<file path="src/rtl/memtest_pkg.sv">
package memtest_pkg;

   typedef enum logic [2:0] {
      S_IDLE,
      S_CHK,
      S_WR,
      S_RREQ,
      S_RWAIT,
      S_REP
   } seq_state_t;

   localparam logic [2:0] SEL_START  = 3'd0;
   localparam logic [2:0] SEL_INC_LO = 3'd1;
   localparam logic [2:0] SEL_INC_HI = 3'd2;
   localparam logic [2:0] SEL_MAX_LO = 3'd3;
   localparam logic [2:0] SEL_MAX_HI = 3'd4;
   localparam logic [2:0] SEL_BLOCK  = 3'd5;
   localparam logic [2:0] SEL_HALT   = 3'd6;
   localparam logic [2:0] SEL_LOOP   = 3'd7;

endpackage

</file>
<file path="src/rtl/memtest_cfg_regs.sv">
module memtest_cfg_regs
   import memtest_pkg::*;
#(
   parameter int          CFG_W   = 32,
   parameter int          SEL_W   = 3,
   parameter int          ADDR_W  = 32,
   parameter int          BLK_W   = 4,
   parameter logic [31:0] INC_RST = 32'd4
) (
   input  logic              clk,
   input  logic              rst_n,
   input  logic              cfg_valid,
   input  logic [CFG_W-1:0]  cfg_data,
   input  logic              busy,
   output logic              start_o,
   output logic [ADDR_W-1:0] inc_o,
   output logic [ADDR_W-1:0] max_o,
   output logic [BLK_W-1:0]  blk_o,
   output logic              halt_o,
   output logic              loop_o
);

   localparam int HALF_W = ADDR_W / 2;

   generate
      if (SEL_W != 3) begin : g_bad_sel
         $error("memtest_cfg_regs: selector must be 3 bits");
      end
      if (CFG_W - SEL_W <= HALF_W) begin : g_bad_cfg
         $error("memtest_cfg_regs: data field narrower than half address");
      end
      if (BLK_W > HALF_W) begin : g_bad_blk
         $error("memtest_cfg_regs: block field too wide");
      end
   endgenerate

   logic [SEL_W-1:0]  sel;
   logic [HALF_W-1:0] half;
   logic              wr_en;
   logic              cfg_unused;

   logic [ADDR_W-1:0] inc_q, max_q;
   logic [BLK_W-1:0]  blk_q;
   logic              halt_q, loop_q;

   assign sel        = cfg_data[CFG_W-1 -: SEL_W];
   assign half       = cfg_data[HALF_W-1:0];
   assign wr_en      = cfg_valid && !busy;
   assign cfg_unused = ^cfg_data[CFG_W-SEL_W-1:HALF_W];

   always_ff @(posedge clk or negedge rst_n) begin
      if (!rst_n) begin
         inc_q  <= INC_RST[ADDR_W-1:0];
         max_q  <= '0;
         blk_q  <= '0;
         halt_q <= 1'b0;
         loop_q <= 1'b0;
      end else if (wr_en) begin
         case (sel)
            SEL_INC_LO: inc_q[HALF_W-1:0]      <= half;
            SEL_INC_HI: inc_q[ADDR_W-1:HALF_W] <= half;
            SEL_MAX_LO: max_q[HALF_W-1:0]      <= half;
            SEL_MAX_HI: max_q[ADDR_W-1:HALF_W] <= half;
            SEL_BLOCK:  blk_q                  <= half[BLK_W-1:0];
            SEL_HALT:   halt_q                 <= half[0];
            SEL_LOOP:   loop_q                 <= half[0];
            default:    ;
         endcase
      end
   end

   assign start_o = wr_en && (sel == SEL_START) && half[0];
   assign inc_o   = inc_q;
   assign max_o   = max_q;
   assign blk_o   = blk_q;
   assign halt_o  = halt_q;
   assign loop_o  = loop_q;


   regs_frozen_chk: assert property (@(posedge clk) disable iff (!rst_n)
      busy |=> ($stable(inc_q) && $stable(max_q) && $stable(blk_q)
                && $stable(halt_q) && $stable(loop_q)));

endmodule

</file>
<file path="src/rtl/memtest_addr_walk.sv">
module memtest_addr_walk #(
   parameter int                ADDR_W    = 32,
   parameter logic [ADDR_W-1:0] BASE_ADDR = '0
) (
   input  logic              clk,
   input  logic              rst_n,
   input  logic              init,
   input  logic              adv,
   input  logic [ADDR_W-1:0] inc,
   input  logic [ADDR_W-1:0] max_addr,
   output logic [ADDR_W-1:0] addr_o,
   output logic              at_end
);

   generate
      if (ADDR_W < 8) begin : g_bad_w
         $error("memtest_addr_walk: address too narrow");
      end
   endgenerate

   // One extra bit keeps the carry so a wrapped sum still counts as past the end
   logic [ADDR_W:0] cur_q;

   always_ff @(posedge clk or negedge rst_n) begin
      if (!rst_n)
         cur_q <= '0;
      else if (init)
         cur_q <= {1'b0, BASE_ADDR};
      else if (adv)
         cur_q <= cur_q + {1'b0, inc};
   end

   assign at_end = cur_q >= {1'b0, max_addr};
   assign addr_o = cur_q[ADDR_W-1:0];


   addr_rises_chk: assert property (@(posedge clk) disable iff (!rst_n)
      adv |=> ((cur_q > $past(cur_q)) || ($past(inc) == '0)));

endmodule

</file>
<file path="src/rtl/memtest_seq.sv">
module memtest_seq
   import memtest_pkg::*;
#(
   parameter int               ADDR_W   = 32,
   parameter int               DATA_W   = 32,
   parameter int               BLK_W    = 4,
   parameter int               RES_W    = 32,
   parameter bit               ERR_SAT  = 1'b1,
   parameter logic [DATA_W-1:0] PAT_SEED = '0
) (
   input  logic              clk,
   input  logic              rst_n,
   input  logic              start,
   input  logic              cfg_valid,
   input  logic [BLK_W-1:0]  blk,
   input  logic              halt,
   input  logic              loop,
   input  logic [ADDR_W-1:0] addr,
   input  logic              at_end,
   output logic              walk_init,
   output logic              walk_adv,
   output logic              busy,
   output logic              req_valid,
   input  logic              req_ready,
   output logic              req_write,
   output logic [ADDR_W-1:0] req_addr,
   output logic [DATA_W-1:0] req_wdata,
   input  logic              rsp_valid,
   input  logic [DATA_W-1:0] rsp_rdata,
   output logic              res_valid,
   output logic [RES_W-1:0]  res_data
);

   localparam int WB_SH = $clog2(DATA_W / 8);

   generate
      if (DATA_W != ADDR_W) begin : g_bad_dw
         $error("memtest_seq: data pattern needs data width equal to address width");
      end
      if (DATA_W % 8 != 0) begin : g_bad_bytes
         $error("memtest_seq: data width must be whole bytes");
      end
   endgenerate

   seq_state_t        state_q;
   logic [BLK_W-1:0]  beat_q;
   logic [RES_W-1:0]  err_q, err_nxt;
   logic              abort_q;
   logic              last_beat;
   logic [DATA_W-1:0] exp_word;
   logic              mismatch;

   generate
      if (ERR_SAT) begin : g_sat
         assign err_nxt = (&err_q) ? err_q : err_q + 1'b1;
      end else begin : g_wrap
         assign err_nxt = err_q + 1'b1;
      end
   endgenerate

   assign last_beat = beat_q == blk;
   assign req_addr  = addr + (ADDR_W'(beat_q) << WB_SH);
   assign exp_word  = DATA_W'(req_addr) ^ PAT_SEED;
   assign mismatch  = rsp_rdata != exp_word;

   assign req_valid = (state_q == S_WR) || (state_q == S_RREQ);
   assign req_write = state_q == S_WR;
   assign req_wdata = exp_word;
   assign res_valid = state_q == S_REP;
   assign res_data  = err_q;
   assign busy      = state_q != S_IDLE;

   assign walk_init = ((state_q == S_IDLE) && start) ||
                      ((state_q == S_CHK) && !abort_q && at_end && loop);
   assign walk_adv  = (state_q == S_RWAIT) && rsp_valid && last_beat &&
                      !(mismatch && halt);

   always_ff @(posedge clk or negedge rst_n) begin
      if (!rst_n) begin
         state_q <= S_IDLE;
         beat_q  <= '0;
         err_q   <= '0;
         abort_q <= 1'b0;
      end else begin
         if (state_q == S_IDLE)
            abort_q <= 1'b0;
         else if (cfg_valid && loop)
            abort_q <= 1'b1;

         case (state_q)
            S_IDLE: begin
               if (start) begin
                  state_q <= S_CHK;
                  beat_q  <= '0;
                  err_q   <= '0;
               end
            end
            S_CHK: begin
               if (abort_q)
                  state_q <= S_IDLE;
               else if (at_end) begin
                  if (!loop)
                     state_q <= S_REP;
               end else
                  state_q <= S_WR;
            end
            S_WR: begin
               if (req_ready) begin
                  if (last_beat) begin
                     beat_q  <= '0;
                     state_q <= S_RREQ;
                  end else
                     beat_q <= beat_q + 1'b1;
               end
            end
            S_RREQ: begin
               if (req_ready)
                  state_q <= S_RWAIT;
            end
            S_RWAIT: begin
               if (rsp_valid) begin
                  if (mismatch)
                     err_q <= err_nxt;
                  if (mismatch && halt)
                     state_q <= S_REP;
                  else if (last_beat) begin
                     beat_q  <= '0;
                     state_q <= S_CHK;
                  end else begin
                     beat_q  <= beat_q + 1'b1;
                     state_q <= S_RREQ;
                  end
               end
            end
            S_REP:   state_q <= S_IDLE;
            default: state_q <= S_IDLE;
         endcase
      end
   end


   res_pulse_chk: assert property (@(posedge clk) disable iff (!rst_n)
      res_valid |=> !res_valid);


   req_hold_chk: assert property (@(posedge clk) disable iff (!rst_n)
      (req_valid && !req_ready) |=> (req_valid && $stable(req_addr)
                                     && $stable(req_write) && $stable(req_wdata)));


   rsp_expected_chk: assert property (@(posedge clk) disable iff (!rst_n)
      rsp_valid |-> (state_q == S_RWAIT));


   halt_silent_chk: assert property (@(posedge clk) disable iff (!rst_n)
      res_valid |=> !req_valid);

endmodule

</file>
<file path="src/rtl/memtest_gen.sv">
module memtest_gen #(
   parameter int          ADDR_W    = 32,
   parameter int          DATA_W    = 32,
   parameter int          CFG_W     = 32,
   parameter int          BLK_W     = 4,
   parameter int          RES_W     = 32,
   parameter bit          ERR_SAT   = 1'b1,
   parameter logic [31:0] BASE_ADDR = 32'h0,
   parameter logic [31:0] INC_RST   = 32'd4,
   parameter logic [31:0] PAT_SEED  = 32'h5A5A_C3C3
) (
   input  logic              clk,
   input  logic              rst_n,
   input  logic              cfg_valid,
   input  logic [CFG_W-1:0]  cfg_data,
   output logic              res_valid,
   output logic [RES_W-1:0]  res_data,
   output logic              req_valid,
   input  logic              req_ready,
   output logic              req_write,
   output logic [ADDR_W-1:0] req_addr,
   output logic [DATA_W-1:0] req_wdata,
   input  logic              rsp_valid,
   input  logic [DATA_W-1:0] rsp_rdata
);

   localparam int SEL_W = 3;

   generate
      if (ADDR_W % 2 != 0) begin : g_bad_addr
         $error("memtest_gen: address width must be even");
      end
      if (ADDR_W > 32 || DATA_W > 32) begin : g_bad_wide
         $error("memtest_gen: widths above 32 bits are not supported");
      end
   endgenerate

   logic              start;
   logic              busy;
   logic [ADDR_W-1:0] inc, max_addr, walk_addr;
   logic [BLK_W-1:0]  blk;
   logic              halt, loop;
   logic              walk_init, walk_adv, at_end;

   memtest_cfg_regs #(
      .CFG_W   (CFG_W),
      .SEL_W   (SEL_W),
      .ADDR_W  (ADDR_W),
      .BLK_W   (BLK_W),
      .INC_RST (INC_RST)
   ) u_regs (
      .clk       (clk),
      .rst_n     (rst_n),
      .cfg_valid (cfg_valid),
      .cfg_data  (cfg_data),
      .busy      (busy),
      .start_o   (start),
      .inc_o     (inc),
      .max_o     (max_addr),
      .blk_o     (blk),
      .halt_o    (halt),
      .loop_o    (loop)
   );

   memtest_addr_walk #(
      .ADDR_W    (ADDR_W),
      .BASE_ADDR (BASE_ADDR[ADDR_W-1:0])
   ) u_walk (
      .clk      (clk),
      .rst_n    (rst_n),
      .init     (walk_init),
      .adv      (walk_adv),
      .inc      (inc),
      .max_addr (max_addr),
      .addr_o   (walk_addr),
      .at_end   (at_end)
   );

   memtest_seq #(
      .ADDR_W   (ADDR_W),
      .DATA_W   (DATA_W),
      .BLK_W    (BLK_W),
      .RES_W    (RES_W),
      .ERR_SAT  (ERR_SAT),
      .PAT_SEED (PAT_SEED[DATA_W-1:0])
   ) u_seq (
      .clk       (clk),
      .rst_n     (rst_n),
      .start     (start),
      .cfg_valid (cfg_valid),
      .blk       (blk),
      .halt      (halt),
      .loop      (loop),
      .addr      (walk_addr),
      .at_end    (at_end),
      .walk_init (walk_init),
      .walk_adv  (walk_adv),
      .busy      (busy),
      .req_valid (req_valid),
      .req_ready (req_ready),
      .req_write (req_write),
      .req_addr  (req_addr),
      .req_wdata (req_wdata),
      .rsp_valid (rsp_valid),
      .rsp_rdata (rsp_rdata),
      .res_valid (res_valid),
      .res_data  (res_data)
   );

endmodule

</file>
<file path="config.mk">
export PLATFORM = sky130hd
export DESIGN_NAME = memtest_gen
export DESIGN_NICKNAME = d
export VERILOG_FILES = /design/src/rtl/memtest_pkg.sv /design/src/rtl/memtest_cfg_regs.sv /design/src/rtl/memtest_addr_walk.sv /design/src/rtl/memtest_seq.sv /design/src/rtl/memtest_gen.sv
export SDC_FILE = /design/constraint.sdc
export NUM_CORES = 1
export LEC_CHECK = 0
export ABC_AREA = 1
export BUFFER_PORTS_ARGS = -buffer_cell sky130_fd_sc_hd__buf_2
export CAP_MARGIN = 30
export CORE_MARGIN = 1
export CORE_UTILIZATION = 59
export DETAILED_ROUTE_END_ITERATION = 12
export GPL_TIMING_DRIVEN = 0
export PLACE_DENSITY = 0.82
export SYNTH_ARGS = -nofsm -noshare
export SYNTH_HDL_FRONTEND = slang
export SYNTH_SLANG_ARGS = --single-unit
</file>
<file path="constraint.sdc">
create_clock -name clk -period 3.5 [get_ports clk]
set_input_delay 0.7 -clock clk [delete_from_list [all_inputs] [get_ports clk]]
set_output_delay 0.7 -clock clk [all_outputs]
set_load 0.01 [all_outputs]
</file>
Yosys cells after proc, flatten, opt, wreduce, memory -nomap -nowiden --
Cells that the tools add are included.
Storage, ports and cells: bits in registers 143, input port bits 69, output and inout port bits 99, logic and storage cells 102
Cells by class: $add $sub $neg 4, $lt $le $gt $ge 1, equality and inequality tests 23, multiplexer cells 26, bitwise logic cells 1, reduce and logical (&&, ||, !) cells 35
Operator list (number):
- $mux W32 | 4
- $mux W33 | 2
- $pmux W32 S2 | 1
- $add A33 B32 Y33 | 1
- $ge A33 B32 Y1 | 1
- $add A32 B1 Y32 const B | 1
- $add A32 B6 Y32 | 1
- $ne A32 B32 Y1 | 1
- $reduce_and A32 Y1 | 1
- $mux W3 | 9
- $mux W4 | 5
- $eq A3 B3 Y1 const B | 6
- $not A16 Y16 | 1
- $pmux W3 S5 | 1
- $reduce_and A2 Y1 | 7
- $eq A3 B2 Y1 const B | 4
- $logic_and A1 B1 Y1 | 12
- $pmux W4 S3 | 1
- $ne A2 B2 Y1 const B | 5
- $reduce_and A5 Y1 | 2
- $eq A3 B1 Y1 const B | 2
- $logic_not A3 Y1 | 2
- $ne A2 B1 Y1 const B | 3
- $reduce_and A6 Y1 | 1
- other kinds (9) | 16

Longest topological paths before layout --
depth in word-level cells 8, mapped depth 22, depth with buffers taken out 22

Hierarchy --
A second synthesis with hierarchy kept.
Unflattened totals: cell total of the unflattened synthesis 1992, area, all modules 12642.1 µm²
By module, submodules not included:
- memtest_seq | instances 1, cells an instance 860, area an instance 4972.3 µm², sequential area each 1001.0 µm²
- memtest_addr_walk | instances 1, cells an instance 810, area an instance 4763.3 µm², sequential area each 825.8 µm²
- memtest_cfg_regs | instances 1, cells an instance 322, area an instance 2906.5 µm², sequential area each 1752.9 µm²

Worst setup path after synthesis --
Ideal clock, no wire load.
path kind register to register, start point reg u_seq.beat_q[0], end point reg u_walk.cur_q[27], library setup time 121 ps, data arrival time 2658 ps, required time 3379 ps, slack 721 ps, stages on the path, launching flop included 22, buffers on the path 1, period minus slack after synthesis 2779 ps, cell sequence dfrtp_1 > ha_1 > fa_1 > nand2_1 > nand2_1 > nand2_1 > nor2_4 > nand3_1 > nand2_1 > nand2_1 > nand2_1 > nand2_1 > nand2_1 > nor2_1 > nand2_1 > nor2_1 > nand2_1 > nand2_2 > nand2_4 > buf_4 > nand3_1 > o21ai_1
On the way: longest elaborated chain between the ends 7, elaborated cells on any way between the ends 9, classes of those cells 1 x add/sub; 2 x eq/ne; 1 x bitwise; 5 x reduce/logical
Ends and longest elaborated chain:
- start, declared | line memtest_seq.sv:46 | logic [BLK_W-1:0] beat_q;
- start signal, assigned | line memtest_seq.sv:113 | beat_q <= beat_q + 1'b1;
- start signal, assigned | line memtest_seq.sv:130 | beat_q <= beat_q + 1'b1;
- $add A32 B6 Y32 | line memtest_seq.sv:62 | assign req_addr = addr + (ADDR_W'(beat_q) << WB_SH);
- net req_addr[20] | line memtest_gen.sv:21 | output logic [ADDR_W-1:0] req_addr,
- $not A16 Y16 (no source line)
- $ne A32 B32 Y1 | line memtest_seq.sv:64 | assign mismatch = rsp_rdata != exp_word;
- $logic_and A1 B1 Y1 | line memtest_seq.sv:76 | !(mismatch && halt);
- $logic_not A1 Y1 | line memtest_seq.sv:76
- $logic_and A1 B1 Y1 | line memtest_seq.sv:75 | assign walk_adv = (state_q == S_RWAIT) && rsp_valid && last_beat &&
- $reduce_bool A2 Y1 (no source line)
- end signal, assigned | line memtest_addr_walk.sv:28 | cur_q <= {1'b0, BASE_ADDR};
- end signal, assigned | line memtest_addr_walk.sv:30 | cur_q <= cur_q + {1'b0, inc};
- end, declared | line memtest_addr_walk.sv:22 | logic [ADDR_W:0] cur_q;
The timed path passes the listed nets, and every way through them passes these cells. A chain may end at the register's enable or synchronous reset.

Worst setup path in the final report --
start point reg u_seq.beat_q[2], end point out req_wdata[24]
On the way: longest elaborated chain between the ends 1
Ends and longest elaborated chain:
- $add A32 B6 Y32 | line memtest_seq.sv:62
- end, declared | line memtest_gen.sv:22 | output logic [DATA_W-1:0] req_wdata,
Every way passes these cells.

==> Implementation_results.wiki <==
{| class="wikitable"
! Metric !! Value
|-
| Capture instance of the worst register-to-register path || u_seq.res_data[21]
|-
| Pin count of the biggest net entering global routing || 88
|-
| Non-filler instance count after layout || 2092
|-
| Net Sw Frac || 0.463
|-
| Placed cells || 2058
|-
| Synth Register Bits || 143
|-
| Quantity of hold-fixing buffers added after cts || 0
|-
| Post-route cell area || 13100 um2
|-
| Int Pwr || 5.32 mW
|-
| Die W || 141 um
|-
| Capturing element of the worst setup path || req_wdata[24]
|-
| Final clock skew || 0.00733 ns
|-
| Via count of the first global-routing pass || 10800
|-
| Buffers on Ports || 154
|-
| EDFF count, synth || 0
|-
| Full die area || 19800 um2
|-
| Routability congestion estimate || 0.948
|-
| Worst reg-to-reg path cell count || 19
|-
| Standard-cell rows || 50
|-
| Layout overhead on the synthesized area || 15.4%
|-
| Final Core Density || 0.698
|-
| Antenna Violating Nets Remaining || 0
|-
| Diode insertion count for antenna repair || 0
|-
| Share of cells above drive strength 1 || 0.143
|-
| Clock-pin slew of the registers on the worst-case setup and hold paths || 0.06 ns
|-
| Endpoint arrival time on the critical path || 2.62 ns
|-
| Prevailing post-synth register cell || dfrtp_1
|-
| Vias/cell || 5.54
|-
| Worst Hold Margin || 0.339 ns
|-
| Num CTS Buffers || 17
|-
| Final Power || 9.91 mW
|-
| Post-Place Worst Slack || -0.264 ns
|-
| Detailed placer's ending HPWL || 25900 um
|-
| Final number of max-transition violations || 0
|-
| Final critical path time including I/O delays and setup || 3.32 ns
|-
| Overflow left after global routing || 0
|-
| Final setup violating endpoints || 0
|-
| Sequential area share after synthesis || 0.315
|-
| Run status || complete, no violations
|-
| Worst reg2reg path startpoint || u_seq.beat_q[0]
|-
| Number of iterations in the first detailed-routing pass || 5
|-
| Category of the worst setup path launch point || register
|-
| Static leakage power || 6.99 nW
|-
| Number of clock sinks || 143
|-
| Starting utilization of the core area || 0.605
|-
| Share of power burned in the clock network || 0.177
|-
| RSZ-0062 raised after global routing || false
|-
| CTS HTree Levels || 4
|-
| Endpoint type of the worst setup path || primary output
|-
| Worst setup path start || u_seq.beat_q[2]
|-
| Switching component of the power || 4.59 mW
|-
| Total standard cell area after synthesis || 11300 um2
|-
| Worst hold path class || primary input to asynchronous set/reset pin
|-
| Warnings from Yosys || 0
|-
| Number of DRC markers in iteration 0 || 628
|-
| Post-Route WL || 32600 um
|-
| Synth Area per Inst || 6.80 um2
|-
| Remaining design rule violation count || 0
|-
| Clock latency on the worst-skew pair || 0.42 ns
|-
| Slew at the pin closest to its max-slew limit || 0.972 ns
|-
| Power density over the cells || 757 nW/um2
|-
| TNS Setup || 0 ns
|-
| Cell count after synthesis || 1669
|-
| Register-to-register path setup slack || 0.25 ns
|-
| Distinct cell type count of the synthesized netlist || 47
|-
| Syn_nets || 1810
|-
| CTS tree || yes
|-
| Peak VDD IR || 0.481 mV
|-
| Die H || 141 um
|-
| Worst slew margin relative to its limit || 0.346
|-
| Peak Freq || 301 MHz
|-
| Fraction of synthesized cell area taken by the top area cell type || 0.313
|-
| Nets || 1986
|-
| Library cell with the largest summed area after synthesis || dfrtp_1
|-
| Antenna violations before repair || 0
|-
| Maximum net fanout on the critical path || 8
|-
| Logic gate share of total power || 0.532
|-
| Root buffer cell || clkbuf_16
|-
| Number of buffers between clock root and the deepest sink || 2
|-
| Standard cell area after detailed placement || 12400 um2
|-
| Biggest area contributors in the synthesized netlist || dfrtp_1 31%, nand2_1 15%, nand3_1 7.8%, ha_1 7.7%, inv_1 6.7%
|-
| Max-Cap Viols || 0
|-
| Routed wire length per instance || 15.6 um
|-
| Fin crit share || 0.949
|-
| Number of filler instances in the final layout || 1624
|-
| Area of the core || 18800 um2
|-
| Wire length of the first global-routing pass || 51900 um
|-
| Critical path data required time || 2.80 ns
|-
| GRT Total Usage || 0.338
|-
| Ranking of synthesized cells by instance count || 448 x nand2_1, 204 x inv_1, 199 x nor2_1
|-
| Ports placed on the boundary || 168
|-
| Final worst slack || 0.177 ns
|-
| Critical path type || register to primary output
|-
| DR vias || 11600
|-
| Proportion of register bits with asynchronous set or reset after synthesis || 1.00
|-
| Final number of hold-violating endpoints || 0
|-
| Dominant cell by count in the synthesized netlist || nand2_1
|-
| Sequential power share || 0.292
|}
==> worst max-delay path: stages (launching register included) <==
cell,delay (ns)
dfrtp_2,0.47
ha_1,0.30
buf_2,0.17
nand2_1,0.10
nand2_1,0.14
nand3_1,0.15
nor2_1,0.31
nand2_1,0.12
nand2_1,0.10
nand2_1,0.09
buf_4,0.14
buf_2,0.12
==> power by group through the flow <==
stage	registers, mW	logic [mW]	clock network (mW)
floorplan	2.65	3.87	0
global placement	2.86	5.00	0
detailed placement	2.89	5.13	0
CTS	2.87	5.19	1.77
global route	2.97	5.93	1.84
finish	2.89	5.27	1.75
==> layout by cell type, fill, tap and decap left out, types with 5 or more instances in the layout <==
cell | Yosys | final
a21o_1 | 7 | 7
buf_6 | 8 | 9
a31oi_1 | 7 | 7
clkbuf_16 | 0 | 17
clkbuf_1 | 16 | 17
nand3b_1 | 10 | 10
nand4_1 | 38 | 38
nand3_1 | 176 | 174
o21ai_0 | 54 | 54
buf_2 | 6 | 159
o21ai_1 | 28 | 28
xnor2_1 | 26 | 26
nand2_1 | 448 | 445
nand2_2 | 5 | 7
nor3_1 | 18 | 18
nor4_1 | 8 | 8
a21oi_1 | 83 | 83
dfrtp_1 | 142 | 140
inv_1 | 204 | 204
nor2_1 | 199 | 197
ha_1 | 70 | 68
buf_4 | 19 | 21
mux2_2 | 13 | 13
xor2_1 | 36 | 36
nor2_2 | 4 | 5
o21bai_1 | 5 | 5
==> routing by layer <==
layer | global-route usage | share of wire
met5 | 0 | 0
met4 | 0.216 | 0.060
met3 | 0.0370 | 0.054
met2 | 0.577 | 0.46
met1 | 0.409 | 0.42
==> final cells by class <==
type                       instances  area, um2  area share
buffer                            51        330      0.0252
tap                              234        293      0.0224
sequential                       143       3580       0.274
multi-input combinational       1267       6710       0.513
clock inverter                    14        145      0.0111
clock buffer                      18        429      0.0328
inverter                         208        781      0.0596
timing repair buffer             157        820      0.0626
==> registers in the layout, summed over array words and instances (netlist names) <==
signal	flops
u_regs.blk_o	4
u_regs.halt_o	1
u_regs.inc_o	32
u_regs.loop_o	1
u_regs.max_o	32
u_seq.abort_q	1
u_seq.beat_q	4
u_seq.res_data	32
u_seq.state_q	3
u_walk.cur_q	33
==> kinds of logic after synthesis <==
kind of cell / after synthesis / synth area share
compound gates: 200 / 0.0963
simple gates: 919 / 0.347
mux: 13 / 0.0129
fa+ha+maj: 72 / 0.0807
xor+xnor: 63 / 0.0498
flops: 143 / 0.315
buf+inv: 259 / 0.0979
==> how the worst min path moves through the flow <==
stage | from | end | slack (ns) | cells after the start
after global placement | u_regs.max_o[16] | u_regs.max_o[16] | 0.47 | 2
after floorplan | rst_n | u_regs.blk_o[0] | 0.40 | 0
after CTS | rst_n | u_walk.cur_q[29] | 0.37 | 1
after detailed placement | u_regs.max_o[28] | u_regs.max_o[28] | 0.47 | 2
after global routing | rst_n | u_walk.cur_q[28] | 0.42 | 1
final | rst_n | u_walk.cur_q[29] | 0.34 | 1
==> what timing repair did <==
| action | in CTS | in global routing |
|---|---|---|
| endpoints found under the setup margin | 68 | 71 |
| gates resized for setup | 5 | 11 |
| buffers inserted | 0 | 2 |
Note: power is estimated with default switching activity, not from simulation.
